**src/rtl/gpt_pkg.sv**
```systemverilog
package gpt_pkg;
  localparam logic [2:0] MD_ONESHOT  = 3'd0;
  localparam logic [2:0] MD_PERIODIC = 3'd1;
  localparam logic [2:0] MD_EDGECNT  = 3'd2;
  localparam logic [2:0] MD_EDGETIME = 3'd3;
  localparam logic [2:0] MD_PWM      = 3'd4;

  localparam int CFG_W    = 16;
  localparam int CF_JOIN  = 0;
  localparam int CF_RTC   = 1;
  localparam int CF_MODE  = 2;
  localparam int CF_STALL = 8;
  localparam int CF_INV   = 10;
  localparam int CF_EDGE  = 12;

  localparam int A_CFG   = 0;
  localparam int A_CTRL  = 1;
  localparam int A_LOAD  = 2;
  localparam int A_MATCH = 4;
  localparam int A_PRE   = 6;
  localparam int A_STAT  = 8;
  localparam int A_MASK  = 9;
  localparam int A_CNT   = 10;
  localparam int A_CAP   = 12;

  function automatic logic edge_hit(input logic [1:0] sel, input logic cur, input logic prev);
    case (sel)
      2'd0:    return cur & ~prev;
      2'd1:    return ~cur & prev;
      default: return cur ^ prev;
    endcase
  endfunction
endpackage

```
**src/rtl/gpt_half.sv**
```systemverilog
module gpt_half import gpt_pkg::*; #(
  parameter int CNT_W = 16,
  parameter int PRE_W = 8
) (
  input  logic               clk,
  input  logic               rst_n,
  input  logic               en,
  input  logic               wide,
  input  logic               rtc_mode,
  input  logic [2:0]         mode,
  input  logic               stall_en,
  input  logic               halt,
  input  logic               inv,
  input  logic [1:0]         edge_sel,
  input  logic               pin,
  input  logic               rtc_tick,
  input  logic               load_wr,
  input  logic [2*CNT_W-1:0] wr_val,
  input  logic [2*CNT_W-1:0] load_val,
  input  logic [2*CNT_W-1:0] match_val,
  input  logic [PRE_W-1:0]   pre_val,
  output logic [2*CNT_W-1:0] cnt,
  output logic [2*CNT_W-1:0] cap,
  output logic               ev_timeout,
  output logic               ev_capture,
  output logic               ev_match,
  output logic               done,
  output logic               pwm_o
);
  localparam int DW = 2 * CNT_W;

  logic [DW-1:0]    cnt_q, cap_q, msk, lim, upd;
  logic [PRE_W-1:0] pre_q;
  logic             pin_q;
  logic             edge_ev, is_cd, frozen, tick, at_zero;
  logic             step_cd, step_rtc, step_ecnt, free_dn;

  function automatic logic pwm_level(input logic [DW-1:0] c, input logic [DW-1:0] t, input logic iv);
    return (c > t) ^ iv;
  endfunction

  always_comb begin
    msk       = wide ? '1 : {{CNT_W{1'b0}}, {CNT_W{1'b1}}};
    lim       = match_val & msk;
    upd       = (cnt_q + 1'b1) & msk;
    edge_ev   = edge_hit(edge_sel, pin, pin_q);
    is_cd     = !rtc_mode && (mode == MD_ONESHOT || mode == MD_PERIODIC);
    frozen    = is_cd && stall_en && halt;
    tick      = wide || (pre_q == '0);
    at_zero   = (cnt_q == '0);
    step_cd   = en && is_cd && !frozen && tick;
    step_rtc  = en && rtc_mode && rtc_tick;
    step_ecnt = en && !rtc_mode && mode == MD_EDGECNT && edge_ev;
    free_dn   = en && !rtc_mode && (mode == MD_EDGETIME || mode == MD_PWM);
    ev_timeout = step_cd && at_zero;
    ev_capture = en && !rtc_mode && mode == MD_EDGETIME && edge_ev;
    ev_match   = ((step_rtc || step_ecnt) && upd == lim) ||
                 (free_dn && mode == MD_PWM && cnt_q == lim);
    done       = ev_timeout && mode == MD_ONESHOT;
    pwm_o      = (!rtc_mode && mode == MD_PWM) ? pwm_level(cnt_q, lim, inv) : 1'b0;
  end

  always_ff @(posedge clk or negedge rst_n) begin
    if (!rst_n) begin
      cnt_q <= '0;
      pre_q <= '0;
      cap_q <= '0;
      pin_q <= 1'b0;
    end else begin
      pin_q <= pin;
      if (ev_capture) cap_q <= cnt_q;
      if (load_wr) begin
        cnt_q <= wr_val & msk;
        pre_q <= pre_val;
      end else begin
        if (en && is_cd && !frozen && !wide)
          pre_q <= (pre_q == '0) ? pre_val : pre_q - 1'b1;
        if (step_rtc || step_ecnt)
          cnt_q <= upd;
        else if (step_cd || free_dn) begin
          if (at_zero) cnt_q <= (is_cd && mode == MD_ONESHOT) ? '0 : (load_val & msk);
          else         cnt_q <= cnt_q - 1'b1;
        end
      end
    end
  end

  assign cnt = cnt_q;
  assign cap = cap_q;

  p_oneshot_hold_r2: assert property (@(posedge clk) disable iff (!rst_n)
    (done && !load_wr) |=> (cnt_q == '0));
  p_periodic_reload_r3: assert property (@(posedge clk) disable iff (!rst_n)
    (ev_timeout && mode == MD_PERIODIC && !load_wr) |=> (cnt_q == $past(load_val & msk)));
  p_stall_freeze_r7: assert property (@(posedge clk) disable iff (!rst_n)
    (frozen && !load_wr) |=> ($stable(cnt_q) && $stable(pre_q)));
  p_capture_latch_r9: assert property (@(posedge clk) disable iff (!rst_n)
    ev_capture |=> (cap_q == $past(cnt_q)));
  p_load_write_r12: assert property (@(posedge clk) disable iff (!rst_n)
    load_wr |=> (cnt_q == $past(wr_val & msk)));
endmodule

```
**src/rtl/gp_timer_pair.sv**
```systemverilog
module gp_timer_pair import gpt_pkg::*; #(
  parameter int CNT_W = 16,
  parameter int PRE_W = 8,
  parameter int AW    = 4
) (
  input  logic              clk,
  input  logic              rst_n,
  input  logic              wr_en,
  input  logic [AW-1:0]     wr_addr,
  input  logic [2*CNT_W-1:0] wr_data,
  input  logic [AW-1:0]     rd_addr,
  output logic [2*CNT_W-1:0] rd_data,
  input  logic              ccp_a_i,
  input  logic              ccp_b_i,
  input  logic              rtc_tick_i,
  input  logic              dbg_halt_i,
  output logic              pwm_a_o,
  output logic              pwm_b_o,
  output logic              irq_o
);
  localparam int DW  = 2 * CNT_W;
  localparam int NH  = 2;
  localparam int NEV = 3 * NH;

  logic [CFG_W-1:0] cfg_q;
  logic [NH-1:0]    ctrl_q;
  logic [DW-1:0]    load_q  [NH];
  logic [DW-1:0]    match_q [NH];
  logic [PRE_W-1:0] pre_q   [NH];
  logic [NEV-1:0]   stat_q, mask_q, set_vec;
  logic [DW-1:0]    cnt_w [NH];
  logic [DW-1:0]    cap_w [NH];
  logic [NH-1:0]    done_v, pwm_v, pin_v;
  logic             ctrl_wr, stat_wr;

  assign pin_v   = {ccp_b_i, ccp_a_i};
  assign ctrl_wr = wr_en && wr_addr == AW'(A_CTRL);
  assign stat_wr = wr_en && wr_addr == AW'(A_STAT);

  for (genvar h = 0; h < NH; h++) begin : g_half
    logic hw_en, hw_wide, hw_rtc;
    assign hw_en   = ctrl_q[h] && !(h != 0 && cfg_q[CF_JOIN]);
    assign hw_wide = (h == 0) && cfg_q[CF_JOIN];
    assign hw_rtc  = hw_wide && cfg_q[CF_RTC];

    gpt_half #(.CNT_W(CNT_W), .PRE_W(PRE_W)) u_half (
      .clk        (clk),
      .rst_n      (rst_n),
      .en         (hw_en),
      .wide       (hw_wide),
      .rtc_mode   (hw_rtc),
      .mode       (cfg_q[CF_MODE+3*h +: 3]),
      .stall_en   (cfg_q[CF_STALL+h]),
      .halt       (dbg_halt_i),
      .inv        (cfg_q[CF_INV+h]),
      .edge_sel   (cfg_q[CF_EDGE+2*h +: 2]),
      .pin        (pin_v[h]),
      .rtc_tick   (rtc_tick_i),
      .load_wr    (wr_en && wr_addr == AW'(A_LOAD + h)),
      .wr_val     (wr_data),
      .load_val   (load_q[h]),
      .match_val  (match_q[h]),
      .pre_val    (pre_q[h]),
      .cnt        (cnt_w[h]),
      .cap        (cap_w[h]),
      .ev_timeout (set_vec[3*h]),
      .ev_capture (set_vec[3*h+1]),
      .ev_match   (set_vec[3*h+2]),
      .done       (done_v[h]),
      .pwm_o      (pwm_v[h])
    );

    p_oneshot_en_clear_r2: assert property (@(posedge clk) disable iff (!rst_n)
      (done_v[h] && !ctrl_wr) |=> !ctrl_q[h]);
  end

  always_ff @(posedge clk or negedge rst_n) begin
    if (!rst_n) begin
      cfg_q  <= '0;
      ctrl_q <= '0;
      stat_q <= '0;
      mask_q <= '0;
      for (int h = 0; h < NH; h++) begin
        load_q[h]  <= '0;
        match_q[h] <= '0;
        pre_q[h]   <= '0;
      end
    end else begin
      if (wr_en && wr_addr == AW'(A_CFG))  cfg_q  <= wr_data[CFG_W-1:0];
      if (wr_en && wr_addr == AW'(A_MASK)) mask_q <= wr_data[NEV-1:0];
      for (int h = 0; h < NH; h++) begin
        if (wr_en && wr_addr == AW'(A_LOAD + h))  load_q[h]  <= wr_data;
        if (wr_en && wr_addr == AW'(A_MATCH + h)) match_q[h] <= wr_data;
        if (wr_en && wr_addr == AW'(A_PRE + h))   pre_q[h]   <= wr_data[PRE_W-1:0];
      end
      ctrl_q <= ctrl_wr ? wr_data[NH-1:0] : (ctrl_q & ~done_v);
      stat_q <= (stat_q & ~(stat_wr ? wr_data[NEV-1:0] : '0)) | set_vec;
    end
  end

  always_comb begin
    rd_data = '0;
    case (rd_addr)
      AW'(A_CFG):  rd_data = DW'(cfg_q);
      AW'(A_CTRL): rd_data = DW'(ctrl_q);
      AW'(A_STAT): rd_data = DW'(stat_q);
      AW'(A_MASK): rd_data = DW'(mask_q);
      default:     rd_data = '0;
    endcase
    for (int h = 0; h < NH; h++) begin
      if (rd_addr == AW'(A_LOAD + h))  rd_data = load_q[h];
      if (rd_addr == AW'(A_MATCH + h)) rd_data = match_q[h];
      if (rd_addr == AW'(A_PRE + h))   rd_data = DW'(pre_q[h]);
      if (rd_addr == AW'(A_CNT + h))   rd_data = cnt_w[h];
      if (rd_addr == AW'(A_CAP + h))   rd_data = cap_w[h];
    end
  end

  assign pwm_a_o = pwm_v[0];
  assign pwm_b_o = pwm_v[1];
  assign irq_o   = |(stat_q & mask_q);

  for (genvar b = 0; b < NEV; b++) begin : g_stat_chk
    p_stat_w1c_r11: assert property (@(posedge clk) disable iff (!rst_n)
      (stat_wr && wr_data[b] && !set_vec[b]) |=> !stat_q[b]);
    p_stat_sticky_r11: assert property (@(posedge clk) disable iff (!rst_n)
      (stat_q[b] && !(stat_wr && wr_data[b])) |=> stat_q[b]);
    p_stat_set_wins_r11: assert property (@(posedge clk) disable iff (!rst_n)
      set_vec[b] |=> stat_q[b]);
  end
endmodule

```
**config.mk**
```make
export PLATFORM = sky130hd
export DESIGN_NAME = gp_timer_pair
export DESIGN_NICKNAME = d
export VERILOG_FILES = /design/src/rtl/gpt_pkg.sv /design/src/rtl/gpt_half.sv /design/src/rtl/gp_timer_pair.sv
export SDC_FILE = /design/constraint.sdc
export NUM_CORES = 1
export LEC_CHECK = 0
export BUFFER_PORTS_ARGS = -buffer_cell sky130_fd_sc_hd__clkbuf_2
export CAP_MARGIN = 30
export CORE_MARGIN = 3
export CORE_UTILIZATION = 39
export DETAILED_ROUTE_END_ITERATION = 7
export GPL_ROUTABILITY_DRIVEN = 0
export PLACE_DENSITY = 0.51
export SYNTH_ARGS = -nofsm -noshare
export SYNTH_HDL_FRONTEND = slang
export SYNTH_HIERARCHICAL = 1
export SYNTH_SLANG_ARGS = --single-unit
export TNS_END_PERCENT = 1
```
**constraint.sdc**
```tcl
create_clock -name clk -period 4.2 [get_ports clk]
set_clock_uncertainty 0.2 [all_clocks]
set_input_delay 0.42 -clock clk [delete_from_list [all_inputs] [get_ports clk]]
set_output_delay 0.42 -clock clk [all_outputs]
set_load 0.02 [all_outputs]
```
==> flow_metrics.tcl <==
set metrics [dict create \
    diodes 0 \
    crit_required_ns 3.58 \
    dr.first_iter.drc_count 3040 \
    area_delta_synth_final_pct 13.1 \
    antenna_found_initial 1 \
    routedWlPerCell_um 26.2 \
    drcViolationCount 0 \
    path_max_fanout 7 \
    ys_types 100 \
    whs_path_depth 3 \
    async_flop_share_pct 100 \
    holdWs_ns 0.0228 \
    critPathLaunchType "register" \
    final-max-slew-violation-count 0 \
    final_layout_size_suffix_gt1_share_pct 16.7 \
    hold_viol 0 \
    route.vias.total 22559 \
    p_per_area_nw_per_um2 605 \
    syn_area_um2 23200 \
    mostFrequentLayoutCells "nand2_1 (408), dfrtp_1 (310), a21oi_1 (173)" \
    dieArea_um2 62500 \
    ff2ff_path_depth 15 \
    clk_root_buffer_cell "clkbuf_16" \
    synthFlopType "dfrtp_1" \
    hold_class "in -> reg" \
    period_needed_ns 4.18 \
    path_clk_slew_ns 0.06 \
    io_pins 82 \
    drt-total-wl_um 93600 \
    avgSynthCellArea_um2 8.47 \
    fp.dieW_um 250 \
    cts_buffer_depth 3 \
    setup_violations 0 \
    insertion_delay_ns 0.58 \
    maxCapViolCount 0 \
    cts.htree.levels 2 \
    ys_top_cells_by_area "dfrtp_1 (34%), nand2_1 (6.6%), mux2_2 (6.4%)" \
    grt_pass1_vias 20959 \
    rows 88 \
    timing.setup.tns_ns 0 \
    yosysSeqAreaShare_pct 34.5 \
    yosys_warnings 6 \
    initial_utilization_pct 39.8 \
    design_area_um2 26300 \
    p_leak_uw 0.0112 \
    track_usage_pct 29.1 \
    core_um2 58400 \
    arrival_ns 3.56 \
    synth_top_area_share_pct 34.5 \
    dp_hpwl_um 68000 \
    fp.dieH_um 250 \
    fmax_mhz 239 \
    viasPerCell 6.30 \
    grt_overflow_total 0 \
    cts.sink_count 320 \
    r2r_slack_ns 0.43 \
    synth-edff-count 0 \
    synth_top_cell_by_area "dfrtp_1" \
    layout_commonest_cell "nand2_1" \
    critPathKind "reg -> out" \
    fin_crit_sh_pct 99.6 \
    worst-slew-pin-transition_ns 0.949 \
    synth-seq-cells 320 \
    nets 2906 \
    syn_inst 2742 \
    dr.pass1.iters 6 \
    cts_buffers 41 \
    grt_max_degree 90 \
    ant_nets 0 \
    grt_pass1_wl_um 140000 \
    port_buffers 81 \
    fin_util_pct 45.0 \
    vdd_drop_max_mv 0.377 \
    max_slew_margin_pct 36.5 \
    status "completed" \
    cts_tree "built" \
    placed_cell_area_um2 24600 \
    crit_path_end_kind "primary output" \
]
==> timing repair <==
action                     in CTS  in global routing
hold endpoints to repair       96                  0
setup endpoints to repair       1                  2
hold buffers                   12                  0
buffers inserted                0                  6
resized for setup               1                 16
==> synthesized netlist by cell type, drive strengths merged (48+ instances only) <==
cell / number
a21oi: 174
a22oi: 50
buf: 93
clkbuf: 126
dfrtp: 320
ha: 78
inv: 85
mux2: 159
nand2: 411
nand3: 93
nor2: 174
nor3: 54
o21ai: 170
xnor2: 80
xor2: 48
==> final timing paths <==
kind	startpoint	endpoint
min reg2reg	g_half[1].u_half/cap[31]	g_half[1].u_half/cap[31]
max	cfg_q[0]	pwm_a_o
min in group asynchronous	rst_n	g_half[1].u_half/cnt[22]
max reg2reg	cfg_q[0]	stat_q[5]
max in group asynchronous	rst_n	g_half[0].u_half/cnt[10]
min	wr_data[20]	load_q[52]
==> state kept, by name, indices dropped and copies added, names as in the netlist <==
name and count:
load_q 64, match_q 64, g_half.u_half/pin_q 2, g_half.u_half/cnt 64, mask_q 6, cfg_q 16
ctrl_q 2, g_half.u_half/pre_q 16, pre_q 16, g_half.u_half/cap 64, stat_q 6
==> routing by layer <==
metal,vias to the layer above,wire length (um),global-route usage [%]
met2,1088,40100,42.6
met3,178,8410,5.34
met5,-,0,0
met1,11235,42400,43.6
met4,0,2800,8.06
li1,10058,-,-
==> cells by family (layout without fill, tap and decap cells) <==
kind of cell | Yosys count | count (layout) | share of synthesized area [%]
simple gates | 1000 | 1000 | 21.0
buf+inv | 306 | 371 | 5.65
compound gates | 717 | 717 | 20.3
xor+xnor | 132 | 132 | 5.21
fa+ha+maj | 78 | 78 | 4.20
flops | 320 | 320 | 34.5
mux | 188 | 188 | 9.06
other cells | 1 | 7 | 0.0161
==> worst max-delay path: stages, from the launching register on <==
cell       delay [ns]
dfrtp_2          0.44
nand2_1          0.08
ha_1             0.31
a21o_1           0.17
a21o_1           0.16
a21oi_1          0.21
o21a_1           0.16
o221ai_1         0.19
a2111o_1         0.45
a2111oi_2        0.41
a31o_2           0.22
clkbuf_2         0.18
==> final cells by class <==
cell class / instances / area [um^2]
fill: 5824 / 32100
timing repair buffer: 209 / 1520
clock inverter: 21 / 269
multi-input combinational: 2122 / 14000
sequential: 320 / 8020
clock buffer: 54 / 1190
inverter: 87 / 327
tap: 765 / 957
==> per-stage QoR <==
step / total power, uW / setup slack (ns) / instances
3_3_place_gp: 11700 / 0.494 / 3483
5_1_grt: 16800 / -0.0537 / 3578
2_1_floorplan: 9510 / 0.321 / 2748
4_1_cts: 15700 / 0.00751 / 3572
3_5_place_dp: 11800 / 0.526 / 3485
6_report: 15900 / 0.0152 / 3578
==> where the power goes <==
part	internal [uW]	leakage, uW	switching (uW)
logic	2720	0.00649	3730
clock network	2360	0.000726	1490
registers	4000	0.00396	1590
total	9090	0.0112	6810
Note: power is estimated with default switching activity, not from simulation.
